[src/rtl/arb_pkg.sv]
package arb_pkg;

   typedef enum logic [1:0] {
      ARB_IDLE  = 2'd0,
      ARB_OFFER = 2'd1,
      ARB_DRAIN = 2'd2
   } arb_state_t;

   typedef enum logic [1:0] {
      ND_IDLE = 2'd0,
      ND_WANT = 2'd1,
      ND_HELD = 2'd2,
      ND_OWN  = 2'd3
   } node_state_t;

endpackage

[src/rtl/arb_wired_or.sv]
module arb_wired_or #(
   parameter int SOURCES = 4,
   parameter int WIDTH   = 1
) (
   input  logic [SOURCES*WIDTH-1:0] drive_i,
   output logic [WIDTH-1:0]         line_o
);

   if (SOURCES < 1) begin : g_bad_src
      $error("arb_wired_or: SOURCES must be at least 1");
   end
   if (WIDTH < 1) begin : g_bad_w
      $error("arb_wired_or: WIDTH must be at least 1");
   end

   always_comb begin
      line_o = '0;
      for (int s = 0; s < SOURCES; s++) begin
         line_o = line_o | drive_i[s*WIDTH +: WIDTH];
      end
   end

endmodule

[src/rtl/arb_slot_node.sv]
module arb_slot_node
   import arb_pkg::*;
#(
   parameter int NUM_LEVELS = 4,
   parameter bit PRESENT    = 1'b1,
   localparam int GRANTS    = NUM_LEVELS + 1,
   localparam int LVL_W     = $clog2(GRANTS)
) (
   input  logic              clk,
   input  logic              rst_n,
   input  logic              dev_req_i,
   input  logic [LVL_W-1:0]  dev_lvl_i,
   input  logic              dev_done_i,
   input  logic              bbsy_i,
   input  logic [GRANTS-1:0] grant_in_i,
   output logic [GRANTS-1:0] grant_out_o,
   output logic [GRANTS-1:0] req_o,
   output logic              ack_o,
   output logic              own_o
);

   if (NUM_LEVELS < 1) begin : g_bad_lvl
      $error("arb_slot_node: NUM_LEVELS must be at least 1");
   end

   if (PRESENT) begin : g_live
      node_state_t      st_q;
      logic [LVL_W-1:0] lvl_q;
      logic [LVL_W-1:0] lvl_pick;
      logic [GRANTS-1:0] lvl_oh;
      logic             offered;

      // codes at or above NUM_LEVELS all select the DMA line
      always_comb begin
         if (32'(dev_lvl_i) >= NUM_LEVELS) lvl_pick = LVL_W'(NUM_LEVELS);
         else                              lvl_pick = dev_lvl_i;
      end

      assign lvl_oh  = {{(GRANTS-1){1'b0}}, 1'b1} << lvl_q;
      assign offered = |(grant_in_i & lvl_oh);

      always_ff @(posedge clk) begin
         if (!rst_n) begin
            st_q  <= ND_IDLE;
            lvl_q <= '0;
         end else begin
            unique case (st_q)
               ND_IDLE: begin
                  if (dev_req_i) begin
                     st_q  <= ND_WANT;
                     lvl_q <= lvl_pick;
                  end
               end
               ND_WANT: begin
                  if (offered)         st_q <= ND_HELD;
                  else if (!dev_req_i) st_q <= ND_IDLE;
               end
               ND_HELD: begin
                  if (!bbsy_i) st_q <= ND_OWN;
               end
               ND_OWN: begin
                  if (dev_done_i) st_q <= ND_IDLE;
               end
               default: st_q <= ND_IDLE;
            endcase
         end
      end

      // a waiting or acknowledging slot keeps its own line from downstream
      assign grant_out_o = ((st_q == ND_WANT) || (st_q == ND_HELD)) ?
                           (grant_in_i & ~lvl_oh) : grant_in_i;
      assign req_o = (st_q == ND_WANT) ? lvl_oh : '0;
      assign ack_o = (st_q == ND_HELD);
      assign own_o = (st_q == ND_OWN);

      AST_TAKE_ONLY_FREE: assert property (@(posedge clk) disable iff (!rst_n)
         (st_q == ND_HELD && bbsy_i) |=> (st_q == ND_HELD))
         else $error("slot took bus while busy");
      AST_TAKE_WHEN_FREE: assert property (@(posedge clk) disable iff (!rst_n)
         (st_q == ND_HELD && !bbsy_i) |=> (own_o && !ack_o))
         else $error("slot failed to take free bus");
      AST_ACK_NEEDS_GRANT: assert property (@(posedge clk) disable iff (!rst_n)
         $rose(ack_o) |-> $past(offered))
         else $error("acknowledge without grant");
   end else begin : g_empty
      logic unused_inputs;
      assign unused_inputs = ^{dev_req_i, dev_lvl_i, dev_done_i, bbsy_i, clk, rst_n};
      assign grant_out_o = grant_in_i;
      assign req_o       = '0;
      assign ack_o       = 1'b0;
      assign own_o       = 1'b0;
   end

endmodule

[src/rtl/arb_central.sv]
module arb_central
   import arb_pkg::*;
#(
   parameter int NUM_LEVELS = 4,
   parameter int TIMEOUT    = 16,
   localparam int GRANTS    = NUM_LEVELS + 1,
   localparam int DMA_BIT   = NUM_LEVELS,
   localparam int TMR_W     = $clog2(TIMEOUT + 1)
) (
   input  logic              clk,
   input  logic              rst_n,
   input  logic [GRANTS-1:0] req_i,
   input  logic              sack_i,
   output logic [GRANTS-1:0] grant_o
);

   if (TIMEOUT < 2) begin : g_bad_to
      $error("arb_central: TIMEOUT must be at least 2");
   end

   arb_state_t        st_q;
   logic [TMR_W-1:0]  tmr_q;
   logic [GRANTS-1:0] pick;

   // highest bit wins: DMA on top, then level 7 down to level 4
   always_comb begin
      pick = '0;
      for (int b = 0; b < GRANTS; b++) begin
         if (req_i[b]) pick = {{(GRANTS-1){1'b0}}, 1'b1} << b;
      end
   end

   always_ff @(posedge clk) begin
      if (!rst_n) begin
         st_q    <= ARB_IDLE;
         tmr_q   <= '0;
         grant_o <= '0;
      end else begin
         unique case (st_q)
            ARB_IDLE: begin
               tmr_q <= '0;
               if (!sack_i && (|req_i)) begin
                  grant_o <= pick;
                  st_q    <= ARB_OFFER;
               end
            end
            ARB_OFFER: begin
               if (sack_i) begin
                  grant_o <= '0;
                  st_q    <= ARB_DRAIN;
               end else if (tmr_q == TMR_W'(TIMEOUT - 1)) begin
                  grant_o <= '0;
                  st_q    <= ARB_IDLE;
               end else begin
                  tmr_q <= tmr_q + 1'b1;
               end
            end
            ARB_DRAIN: begin
               if (!sack_i) st_q <= ARB_IDLE;
            end
            default: begin
               st_q    <= ARB_IDLE;
               grant_o <= '0;
            end
         endcase
      end
   end

   // independent count of how long the current grant has stood
   logic [TMR_W:0] held_q;
   always_ff @(posedge clk) begin
      if (!rst_n)          held_q <= '0;
      else if (|grant_o)   held_q <= held_q + 1'b1;
      else                 held_q <= '0;
   end

   AST_ONE_GRANT: assert property (@(posedge clk) disable iff (!rst_n)
      $onehot0(grant_o))
      else $error("more than one grant");
   AST_ACK_DROPS_GRANT: assert property (@(posedge clk) disable iff (!rst_n)
      (sack_i && (|grant_o)) |=> (grant_o == '0))
      else $error("grant held past acknowledge");
   AST_NO_GRANT_UNDER_ACK: assert property (@(posedge clk) disable iff (!rst_n)
      (sack_i && (grant_o == '0)) |=> (grant_o == '0))
      else $error("grant raised during acknowledge");
   AST_DMA_FIRST: assert property (@(posedge clk) disable iff (!rst_n)
      (st_q == ARB_IDLE && !sack_i && req_i[DMA_BIT]) |=> grant_o[DMA_BIT])
      else $error("DMA request not served first");
   AST_GRANT_BOUNDED: assert property (@(posedge clk) disable iff (!rst_n)
      (|grant_o) |-> (held_q < (TMR_W+1)'(TIMEOUT)))
      else $error("grant outlived timeout");

endmodule

[src/rtl/bus_arb_chain.sv]
module bus_arb_chain
   import arb_pkg::*;
#(
   parameter int                 NUM_SLOTS    = 4,
   parameter int                 NUM_LEVELS   = 4,
   parameter int                 TIMEOUT      = 16,
   parameter logic [NUM_SLOTS-1:0] SLOT_PRESENT = '1,
   localparam int                GRANTS       = NUM_LEVELS + 1,
   localparam int                LVL_W        = $clog2(GRANTS)
) (
   input  logic                       clk,
   input  logic                       rst_n,
   input  logic [NUM_SLOTS-1:0]       dev_req_i,
   input  logic [NUM_SLOTS*LVL_W-1:0] dev_lvl_i,
   input  logic [NUM_SLOTS-1:0]       dev_done_i,
   output logic [GRANTS-1:0]          bus_grant_o,
   output logic [GRANTS-1:0]          bus_req_o,
   output logic                       sack_o,
   output logic                       bbsy_o,
   output logic [NUM_SLOTS-1:0]       slot_ack_o,
   output logic [NUM_SLOTS-1:0]       slot_own_o
);

   if (NUM_SLOTS < 1) begin : g_bad_slots
      $error("bus_arb_chain: NUM_SLOTS must be at least 1");
   end

   logic [GRANTS-1:0]           chain [0:NUM_SLOTS];
   logic [NUM_SLOTS*GRANTS-1:0] req_flat;
   logic                        unused_chain_end;

   assign chain[0]         = bus_grant_o;
   assign unused_chain_end = ^chain[NUM_SLOTS];

   for (genvar s = 0; s < NUM_SLOTS; s++) begin : g_slot
      arb_slot_node #(
         .NUM_LEVELS (NUM_LEVELS),
         .PRESENT    (SLOT_PRESENT[s])
      ) u_node (
         .clk         (clk),
         .rst_n       (rst_n),
         .dev_req_i   (dev_req_i[s]),
         .dev_lvl_i   (dev_lvl_i[s*LVL_W +: LVL_W]),
         .dev_done_i  (dev_done_i[s]),
         .bbsy_i      (bbsy_o),
         .grant_in_i  (chain[s]),
         .grant_out_o (chain[s+1]),
         .req_o       (req_flat[s*GRANTS +: GRANTS]),
         .ack_o       (slot_ack_o[s]),
         .own_o       (slot_own_o[s])
      );
   end

   arb_wired_or #(.SOURCES(NUM_SLOTS), .WIDTH(GRANTS)) u_req_or (
      .drive_i (req_flat),
      .line_o  (bus_req_o)
   );
   arb_wired_or #(.SOURCES(NUM_SLOTS), .WIDTH(1)) u_ack_or (
      .drive_i (slot_ack_o),
      .line_o  (sack_o)
   );
   arb_wired_or #(.SOURCES(NUM_SLOTS), .WIDTH(1)) u_busy_or (
      .drive_i (slot_own_o),
      .line_o  (bbsy_o)
   );

   arb_central #(
      .NUM_LEVELS (NUM_LEVELS),
      .TIMEOUT    (TIMEOUT)
   ) u_arb (
      .clk     (clk),
      .rst_n   (rst_n),
      .req_i   (bus_req_o),
      .sack_i  (sack_o),
      .grant_o (bus_grant_o)
   );

   AST_ONE_OWNER: assert property (@(posedge clk) disable iff (!rst_n)
      $onehot0(slot_own_o))
      else $error("two bus owners");
   AST_ONE_ACK: assert property (@(posedge clk) disable iff (!rst_n)
      $onehot0(slot_ack_o))
      else $error("two acknowledges");
   AST_EMPTY_SILENT: assert property (@(posedge clk) disable iff (!rst_n)
      ((slot_ack_o | slot_own_o) & ~SLOT_PRESENT) == '0)
      else $error("empty slot became active");

endmodule

[config.mk]
export PLATFORM = sky130hd
export DESIGN_NAME = bus_arb_chain
export DESIGN_NICKNAME = d
export VERILOG_FILES = /design/src/rtl/arb_pkg.sv /design/src/rtl/arb_wired_or.sv /design/src/rtl/arb_slot_node.sv /design/src/rtl/arb_central.sv /design/src/rtl/bus_arb_chain.sv
export SDC_FILE = /design/constraint.sdc
export NUM_CORES = 1
export LEC_CHECK = 0
export BUFFER_PORTS_ARGS = -buffer_cell sky130_fd_sc_hd__buf_2
export CORE_MARGIN = 3
export CORE_UTILIZATION = 58
export CTS_BUF_LIST = sky130_fd_sc_hd__clkbuf_4 sky130_fd_sc_hd__clkbuf_8
export DETAILED_ROUTE_END_ITERATION = 6
export GPL_ROUTABILITY_DRIVEN = 0
export PLACE_DENSITY = 0.92
export SYNTH_ARGS = -nofsm -noshare
export SYNTH_HDL_FRONTEND = slang
export SYNTH_SLANG_ARGS = --single-unit
[constraint.sdc]
create_clock -name clk -period 2.7 [get_ports clk]
set_input_delay 0.27 -clock clk [delete_from_list [all_inputs] [get_ports clk]]
set_output_delay 0.27 -clock clk [all_outputs]
set_load 0.01 [all_outputs]
==> out/qor.csv, run 1 <==
stage,metric,value,unit
synthesis,Mapped Area,0.00231,mm^2
clock_tree,post_cts resized,0,
clock_tree,Post-CTS Setup Inserts,0,
routing,final WL,5520,um
power_and_ir_drop,maximum VDD drop,0.408,mV
final_layout,antenna cells,0,
clock_tree,Clock transition at path regs,0.07,ns
critical_path,CP startpoint,g_slot[0].u_node.g_live.st_q[0]$_SDFFE_PN0P_,
place,IO Port Bufs,41,
timing,Final Hold Vio Count,0,
critical_path,crit-path cells,ha_1 -> or4_1 -> a222oi_1 -> o31ai_1 -> o31ai_1 -> a21oi_1,
timing,"Period Utilization, post-route",0.879,
synthesis,Simple-Gate Fraction of Synth Area,0.315,
floorplan,die width,69.1,um
final_layout,Multi-input gate area,0.00150,mm^2
final_layout,fillers,308,
final_layout,storage element area,641,um^2
floorplan,Row Count,22,
timing,setup TNS,0,ns
hold_path,worst hold start,dev_lvl_i[9],
power_and_ir_drop,Leak,1.11,nW
final_layout,fin util,0.691,
floorplan,Ports,42,
timing,"Slew Viols, Final",0,
final_layout,area grow syn2layout,11.9,%
synthesis,synth unique cells,64,
power_and_ir_drop,pwr/cell area,550,mW/mm^2
outcome,outcome,finished clean,
timing,Final setup viols,0,
synthesis,synthesized area per cell,8.25,um^2
critical_path,slowest cell on the critical path,or4_1,
clock_tree,Inserted Clock Buffers,5,
global_routing,total track usage,0.232,
global_routing,largest net degree at the start of global routing,29,
timing,worst clock skew,0.00468,ns
clock_tree,Max H-tree Level,2,
clock_tree,CTS Buffer Depth,2,
synthesis,Post-Syn Instances,280,
critical_path,WP data required,2.87,ns
clock_tree,root buffer cell,clkbuf_8,
global_routing,global-route wire length before repair,9220,um
synthesis,Synth Area in XOR/XNOR,0.0114,
final_layout,most frequent cells in the layout,"buf_2, dfxtp_1, nand2_1",
timing,Slew @ Worst Pin,0.539,ns
timing,relative slew slack,0.637,
timing,RSZ-0062 raised after global routing,no,
routing,TritonRoute pass-1 iters,6,
global_routing,grt ovf,0,
routing,DR iter-0 viols,200,
routing,vias,2225,
routing,drt via density,6.20,
timing,Hold Slack,0.253,ns
critical_path,critical path peak fanout,5,
run,max cap viols,0,
final_layout,fin nets,349,
hold_path,Hold Path Class,in2reg,
floorplan,Core Area,0.00374,mm^2
clock_tree,CTS tree,built,
synthesis,sequential-to-total area share from yosys stat,0.277,
synthesis,Synthesized Nets,319,
global_routing,initial antenna violation count,0,
synthesis,largest family of logic cells by synthesized area,simple AND/OR/NAND/NOR gates,
synthesis,Synth Area in Adders,0.0920,
routing,Post-DRT Antenna Nets,0,
critical_path,Crit path arrival time,2.54,ns
global_routing,via count of the first global-routing pass,2041,
clock_tree,clock sinks,32,
place,Placed Area,0.00247,mm^2
final_layout,layout cells sized above 1,0.183,
final_layout,"Design Area, Final",0.00259,mm^2
synthesis,Post-synth EDFFs,0,
clock_tree,Hold Buf Count CTS,0,
floorplan,DIE AREA,0.00478,mm^2
final_layout,"commonest non-fill, non-tap cell in the layout",buf_2,
place,dpl hpwl,4140,um
critical_path,CP most frequent cell,o31ai_1,
timing,Period minus WS final,2.37,ns
synthesis,"Top FF cell, synth",dfxtp_1,
synthesis,"flops & latches, synth",32,
critical_path,worst reg-to-reg setup slack,0.33,ns
clock_tree,"Clk Latency, worst-skew pair",0.29,ns
critical_path,largest stage delay on the critical path,0.69,ns
synthesis,"FFs w/ async S/R, synth",0,
critical_path,Worst R2R Start,g_slot[0].u_node.g_live.st_q[0]$_SDFFE_PN0P_,
critical_path,CP Launch Type,flop,
floorplan,Die Y,69.1,um
synthesis,post-synthesis mux area share,0.0146,
critical_path,Crit. End Element,flop,
routing,DRC,0,
synthesis,Synth Area in Compound Gates,0.217,
timing,f_max,0.421,GHz
routing,Avg WL per Cell,15.4,um
critical_path,Setup CP Type,reg2reg,
floorplan,initial core utilization,0.617,
synthesis,Yosys warning count,0,
==> final timing paths <==
kind | endpoint | cells after the start
min | g_slot[3].u_node.g_live.lvl_q[0]$_SDFFE_PN0P_ | 3
max | g_slot[2].u_node.g_live.st_q[0]$_SDFFE_PN0P_ | 6
max reg2reg | g_slot[2].u_node.g_live.st_q[0]$_SDFFE_PN0P_ | 6
min reg2reg | g_slot[3].u_node.g_live.lvl_q[2]$_SDFFE_PN0P_ | 2
==> per-layer routing <==
metal	vias to the layer above	part of all wire	GRT usage
met3	9	0.081	0.0583
met2	94	0.47	0.374
li1	1081	-	-
met4	0	0.015	0.0933
met5	-	0	0
met1	1041	0.43	0.296
==> kinds of logic after synthesis <==
logic type / count (synthesis)
compound gates: 70
buf+inv: 36
fa+ha+maj: 17
simple gates: 120
mux: 2
xor+xnor: 3
flops: 32
==> layout make-up <==
type | instances | area share
Multi-Input combinational cell | 212 | 0.581
Tap cell | 48 | 0.0232
Inverter | 18 | 0.0261
Clock inverter | 3 | 0.0164
Timing Repair Buffer | 41 | 0.0793
Clock buffer | 5 | 0.0266
Sequential cell | 32 | 0.248
==> critical path, delay by kind of cell, from the launching register on <==
family | cells | cell delay, ns
AO/OA/AOI/OAI | 4 | 0.94
adder cells (fa/ha/maj) | 1 | 0.27
flip-flops | 1 | 0.35
AND/OR/NAND/NOR | 1 | 0.69
==> cell usage after synthesis, types with 5 or more instances <==
library cell,count,area share
buf_4,8,0.026
nor3b_1,8,0.026
nand2_1,24,0.039
nor2_1,13,0.021
nand4_1,7,0.019
ha_1,17,0.092
o21ai_0,9,0.019
nor2b_1,13,0.035
a21oi_1,13,0.028
a21boi_0,10,0.032
clkbuf_1,7,0.011
nand3_1,10,0.022
and3_1,5,0.014
inv_1,18,0.029
dfxtp_1,32,0.28
==> metrics by stage <==
| step | instances | worst slack, ns | total power (W) |
|---|---|---|---|
| 2_1_floorplan | 280 | 0.600 | 0.000851 |
| 3_3_place_gp | 351 | 0.413 | 0.000942 |
| 3_5_place_dp | 351 | 0.376 | 0.000957 |
| 4_1_cts | 359 | 0.340 | 0.00142 |
| 5_1_grt | 359 | 0.152 | 0.00150 |
| 6_report | 359 | 0.326 | 0.00142 |
==> where the power goes <==
group	leakage, nW	switching, W	total (W)	internal, W
Clock	0.0541	0.000192	0.000465	0.000273
Combinational	0.797	0.000215	0.000383	0.000168
Sequential	0.261	0.0000640	0.000574	0.000510
Power figures use the tool's default switching activity.
==> run 2: changes to the inputs <==
--- a/config.mk
+++ b/config.mk
@@ -5,13 +5,14 @@
 export SDC_FILE = /design/constraint.sdc
 export NUM_CORES = 1
 export LEC_CHECK = 0
+export ABC_AREA = 1
 export BUFFER_PORTS_ARGS = -buffer_cell sky130_fd_sc_hd__buf_2
 export CORE_MARGIN = 3
 export CORE_UTILIZATION = 58
 export CTS_BUF_LIST = sky130_fd_sc_hd__clkbuf_4 sky130_fd_sc_hd__clkbuf_8
 export DETAILED_ROUTE_END_ITERATION = 6
 export GPL_ROUTABILITY_DRIVEN = 0
-export PLACE_DENSITY = 0.92
+export PLACE_DENSITY = 0.91
 export SYNTH_ARGS = -nofsm -noshare
 export SYNTH_HDL_FRONTEND = slang
 export SYNTH_SLANG_ARGS = --single-unit
==> out/qor.csv, run 2 <==
stage,metric,value,unit,change
floorplan,Core Area,0.00406,mm^2,+8.4%
timing,setup TNS,0,ns,unchanged
routing,TritonRoute pass-1 iters,5,,-1
synthesis,cell taking the most area after synthesis,dfxtp_1,,
timing,worst clock skew,0.00748,ns,+0.00280 ns
final_layout,fin nets,461,,+32%
power_and_ir_drop,share of power burned in registers,0.301,,-0.103
critical_path,largest stage delay on the critical path,0.42,ns,-0.27 ns
routing,DR iter-0 viols,237,,+19%
hold_path,worst hold start,dev_lvl_i[9],,
global_routing,via count of the first global-routing pass,2347,,+15%
final_layout,antenna cells,0,,unchanged
critical_path,RR Endpoint,u_arb.tmr_q[3]$_SDFFE_PN0P_,,
final_layout,layout cells sized above 1,0.187,,+0.00392
routing,vias,2538,,+14%
clock_tree,Hold Buf Count CTS,0,,unchanged
synthesis,"flops & latches, synth",32,,unchanged
clock_tree,root buffer cell,clkbuf_8,,
critical_path,slowest cell on the critical path,dfxtp_1,,
synthesis,Mapped Area,0.00247,mm^2,+6.9%
synthesis,leading post-synthesis cells by cell area,"dfxtp_1, nand2_1, nor2_1",,
run,max cap viols,0,,unchanged
critical_path,worst reg-to-reg setup slack,0.72,ns,+0.39 ns
synthesis,share of Yosys cell area claimed by the top area cell type,0.259,,-0.0180
critical_path,crit-path cells,inv_1 -> ha_1 -> nor3_1 -> o21ai_1 -> inv_1 -> nand2_1 -> nand2_1 -> inv_1 -> nor4_1 -> nor3_1,,
hold_path,WHS Endpoint,g_slot[3].u_node.g_live.lvl_q[0]$_SDFFE_PN0P_,,
hold_path,Hold Path Depth,3,,unchanged
clock_tree,post_cts resized,0,,unchanged
synthesis,Yosys warning count,0,,unchanged
critical_path,depth of the most critical reg-to-reg path,10,,+4
synthesis,sequential-to-total area share from yosys stat,0.259,,-0.0180
critical_path,Crit path arrival time,2.15,ns,-0.39 ns
clock_tree,Max H-tree Level,2,,unchanged
routing,final WL,5770,um,+4.6%
power_and_ir_drop,Leak,1.35,nW,+21%
synthesis,"Top FF cell, synth",dfxtp_1,,
critical_path,Setup CP Type,reg2reg,,
place,Placed Area,0.00265,mm^2,+7.0%
global_routing,grt ovf,0,,unchanged
floorplan,Ports,42,,unchanged
hold_path,Hold Path Class,in2reg,,
timing,f_max,0.505,GHz,+20%
critical_path,CP Launch Type,flop,,
timing,setup ws final,0.719,ns,+0.393 ns
final_layout,"commonest non-fill, non-tap cell in the layout",nand2_1,,
place,IO Port Bufs,41,,unchanged
critical_path,WP data required,2.87,ns,about the same
critical_path,Crit. End Element,flop,,
synthesis,Post-Syn Instances,387,,+38%
power_and_ir_drop,Design Power,0.00231,W,+62%
clock_tree,CTS tree,built,,
final_layout,area grow syn2layout,10.4,%,
routing,drt via density,5.38,,-13%
power_and_ir_drop,Sw Share,0.474,,+0.143
clock_tree,"Clk Latency, worst-skew pair",0.29,ns,about the same
clock_tree,Inserted Clock Buffers,5,,unchanged
global_routing,initial antenna violation count,0,,unchanged
synthesis,most instantiated cells after synthesis,"nand2_1, nor2_1, inv_1, dfxtp_1, nand3_1",,
timing,RSZ-0062 raised after global routing,no,,
timing,relative slew slack,0.613,,-0.0241
floorplan,die width,71.3,um,+3.1%
critical_path,worst path bufs/invs,3,,+3
place,dpl hpwl,4540,um,+9.6%
clock_tree,Clock transition at path regs,0.06,ns,about the same
synthesis,Synthesized Nets,426,,+34%
clock_tree,Post-CTS Setup Inserts,0,,unchanged
critical_path,"CP delay by family, top",simple AND/OR/NAND/NOR gates,,
synthesis,synthesized area per cell,6.39,um^2,-23%
critical_path,Worst R2R Start,g_slot[0].u_node.g_live.st_q[0]$_SDFFE_PN0P_,,
floorplan,Die Y,71.3,um,+3.1%
floorplan,DIE AREA,0.00508,mm^2,+6.3%
critical_path,critical path peak fanout,6,,+1
floorplan,Row Count,23,,+4.5%
critical_path,CP startpoint,g_slot[0].u_node.g_live.st_q[0]$_SDFFE_PN0P_,,
clock_tree,CTS Buffer Depth,2,,unchanged
place,pre-CTS setup slack,0.739,ns,+0.363 ns
critical_path,CP most frequent cell,inv_1,,
global_routing,largest net degree at the start of global routing,19,,-34%
timing,Final setup viols,0,,unchanged
timing,Slew @ Worst Pin,0.577,ns,+0.0375 ns
floorplan,initial core utilization,0.609,,-0.00831
synthesis,Post-synth EDFFs,0,,unchanged
routing,DRC,0,,unchanged
power_and_ir_drop,maximum VDD drop,0.419,mV,+2.7%
clock_tree,clock sinks,32,,unchanged
synthesis,synth unique cells,34,,-47%
timing,Period minus WS final,1.98,ns,-0.393 ns
power_and_ir_drop,Comb pwr share,0.546,,+0.277
power_and_ir_drop,Clock power frac,0.153,,-0.174
timing,"Slew Viols, Final",0,,unchanged
power_and_ir_drop,P_int,0.00121,W,+28%
timing,Final Hold Vio Count,0,,unchanged
final_layout,"Design Area, Final",0.00273,mm^2,+5.5%
global_routing,total track usage,0.239,,+0.00696
synthesis,"FFs w/ async S/R, synth",0,,unchanged
timing,"Period Utilization, post-route",0.734,,-0.145
outcome,outcome,finished clean,,
routing,Post-DRT Antenna Nets,0,,unchanged
routing,Avg WL per Cell,12.2,um,-20%
final_layout,most frequent cells in the layout,"nand2_1, nor2_1, inv_1",,
timing,Hold Slack,0.213,ns,-0.0403 ns
power_and_ir_drop,Switching Power,0.00110,W,+130%
synthesis,most common cell in the netlist,nand2_1,,
global_routing,global-route wire length before repair,9800,um,+6.4%
power_and_ir_drop,pwr/cell area,847,mW/mm^2,+54%
-- run 2: cell count changes in the layout (fill, tap and decap cells not counted), moves of 8 or more --
cell      before  now
nor2_1        13   63
nor3b_1        8    0
nand2_1       24   74
nand3_1       10   31
nor2b_1       13    0
nor3_1         2   14
a21boi_0      10    1
inv_1         18   52
-- run 2: power groups by stage --
stage | combinational [W] | clock [W] | sequential [W]
2_1_floorplan | 0.000989 | 0 | 0.000678
3_3_place_gp | 0.00122 | 0 | 0.000697
3_5_place_dp | 0.00125 | 0 | 0.000702
4_1_cts | 0.00126 | 0.000363 | 0.000693
5_1_grt | 0.00144 | 0.000376 | 0.000713
6_report | 0.00126 | 0.000353 | 0.000696
-- run 2: cell type report --
cell class              count  area (um^2)
flip-flops and latches     32          641
multi-input cells         282         1510
repair buffers             41          205
clock buffers               6         76.3
inverters                  60          225
fillers                   373         1330
clock inverters             1         5.00
well taps                  50         62.6
-- run 2: tightest hold or removal path, cell delays in order --
cell,delay [ns]
buf_2,0.07
a22oi_1,0.05
nor2_1,0.07
-- run 2: worst max-delay path by stage --
stage	cells past startpoint	slack, ns	end
after floorplan	10	0.94	u_arb.tmr_q[3]$_SDFFE_PN0P_
after global placement	10	0.85	u_arb.tmr_q[3]$_SDFFE_PN0P_
after detailed placement	10	0.74	u_arb.tmr_q[3]$_SDFFE_PN0P_
after CTS	10	0.72	u_arb.tmr_q[3]$_SDFFE_PN0P_
after global routing	10	0.54	flop
final	10	0.72	u_arb.tmr_q[3]$_SDFFE_PN0P_
-- run 2: per-layer routing --
layer	vias to the layer above	part of all wire	track usage
met2	88	0.49	0.394
met1	1121	0.42	0.301
met5	-	0	0
met3	11	0.076	0.0561
met4	0	0.016	0.0960
li1	1318	-	-
-- run 2: per-stage QoR --
step,utilization,instances
after detailed placement,0.652,465
after floorplan,-,387
final,0.673,472
after global routing,0.673,472
after CTS,0.673,472
after global placement,0.652,465
-- run 2: logic make-up (layout without fill, tap and decap cells) --
group                      count (synthesis)  in the layout  share of synthesized area
DFF                                       32             32                      0.259
and+or+nand+nor                          219            219                      0.414
AOI/OAI and AO/OA                         46             46                      0.113
buffers and inverters                     73            108                      0.128
adders and majority gates                 17             17                     0.0861
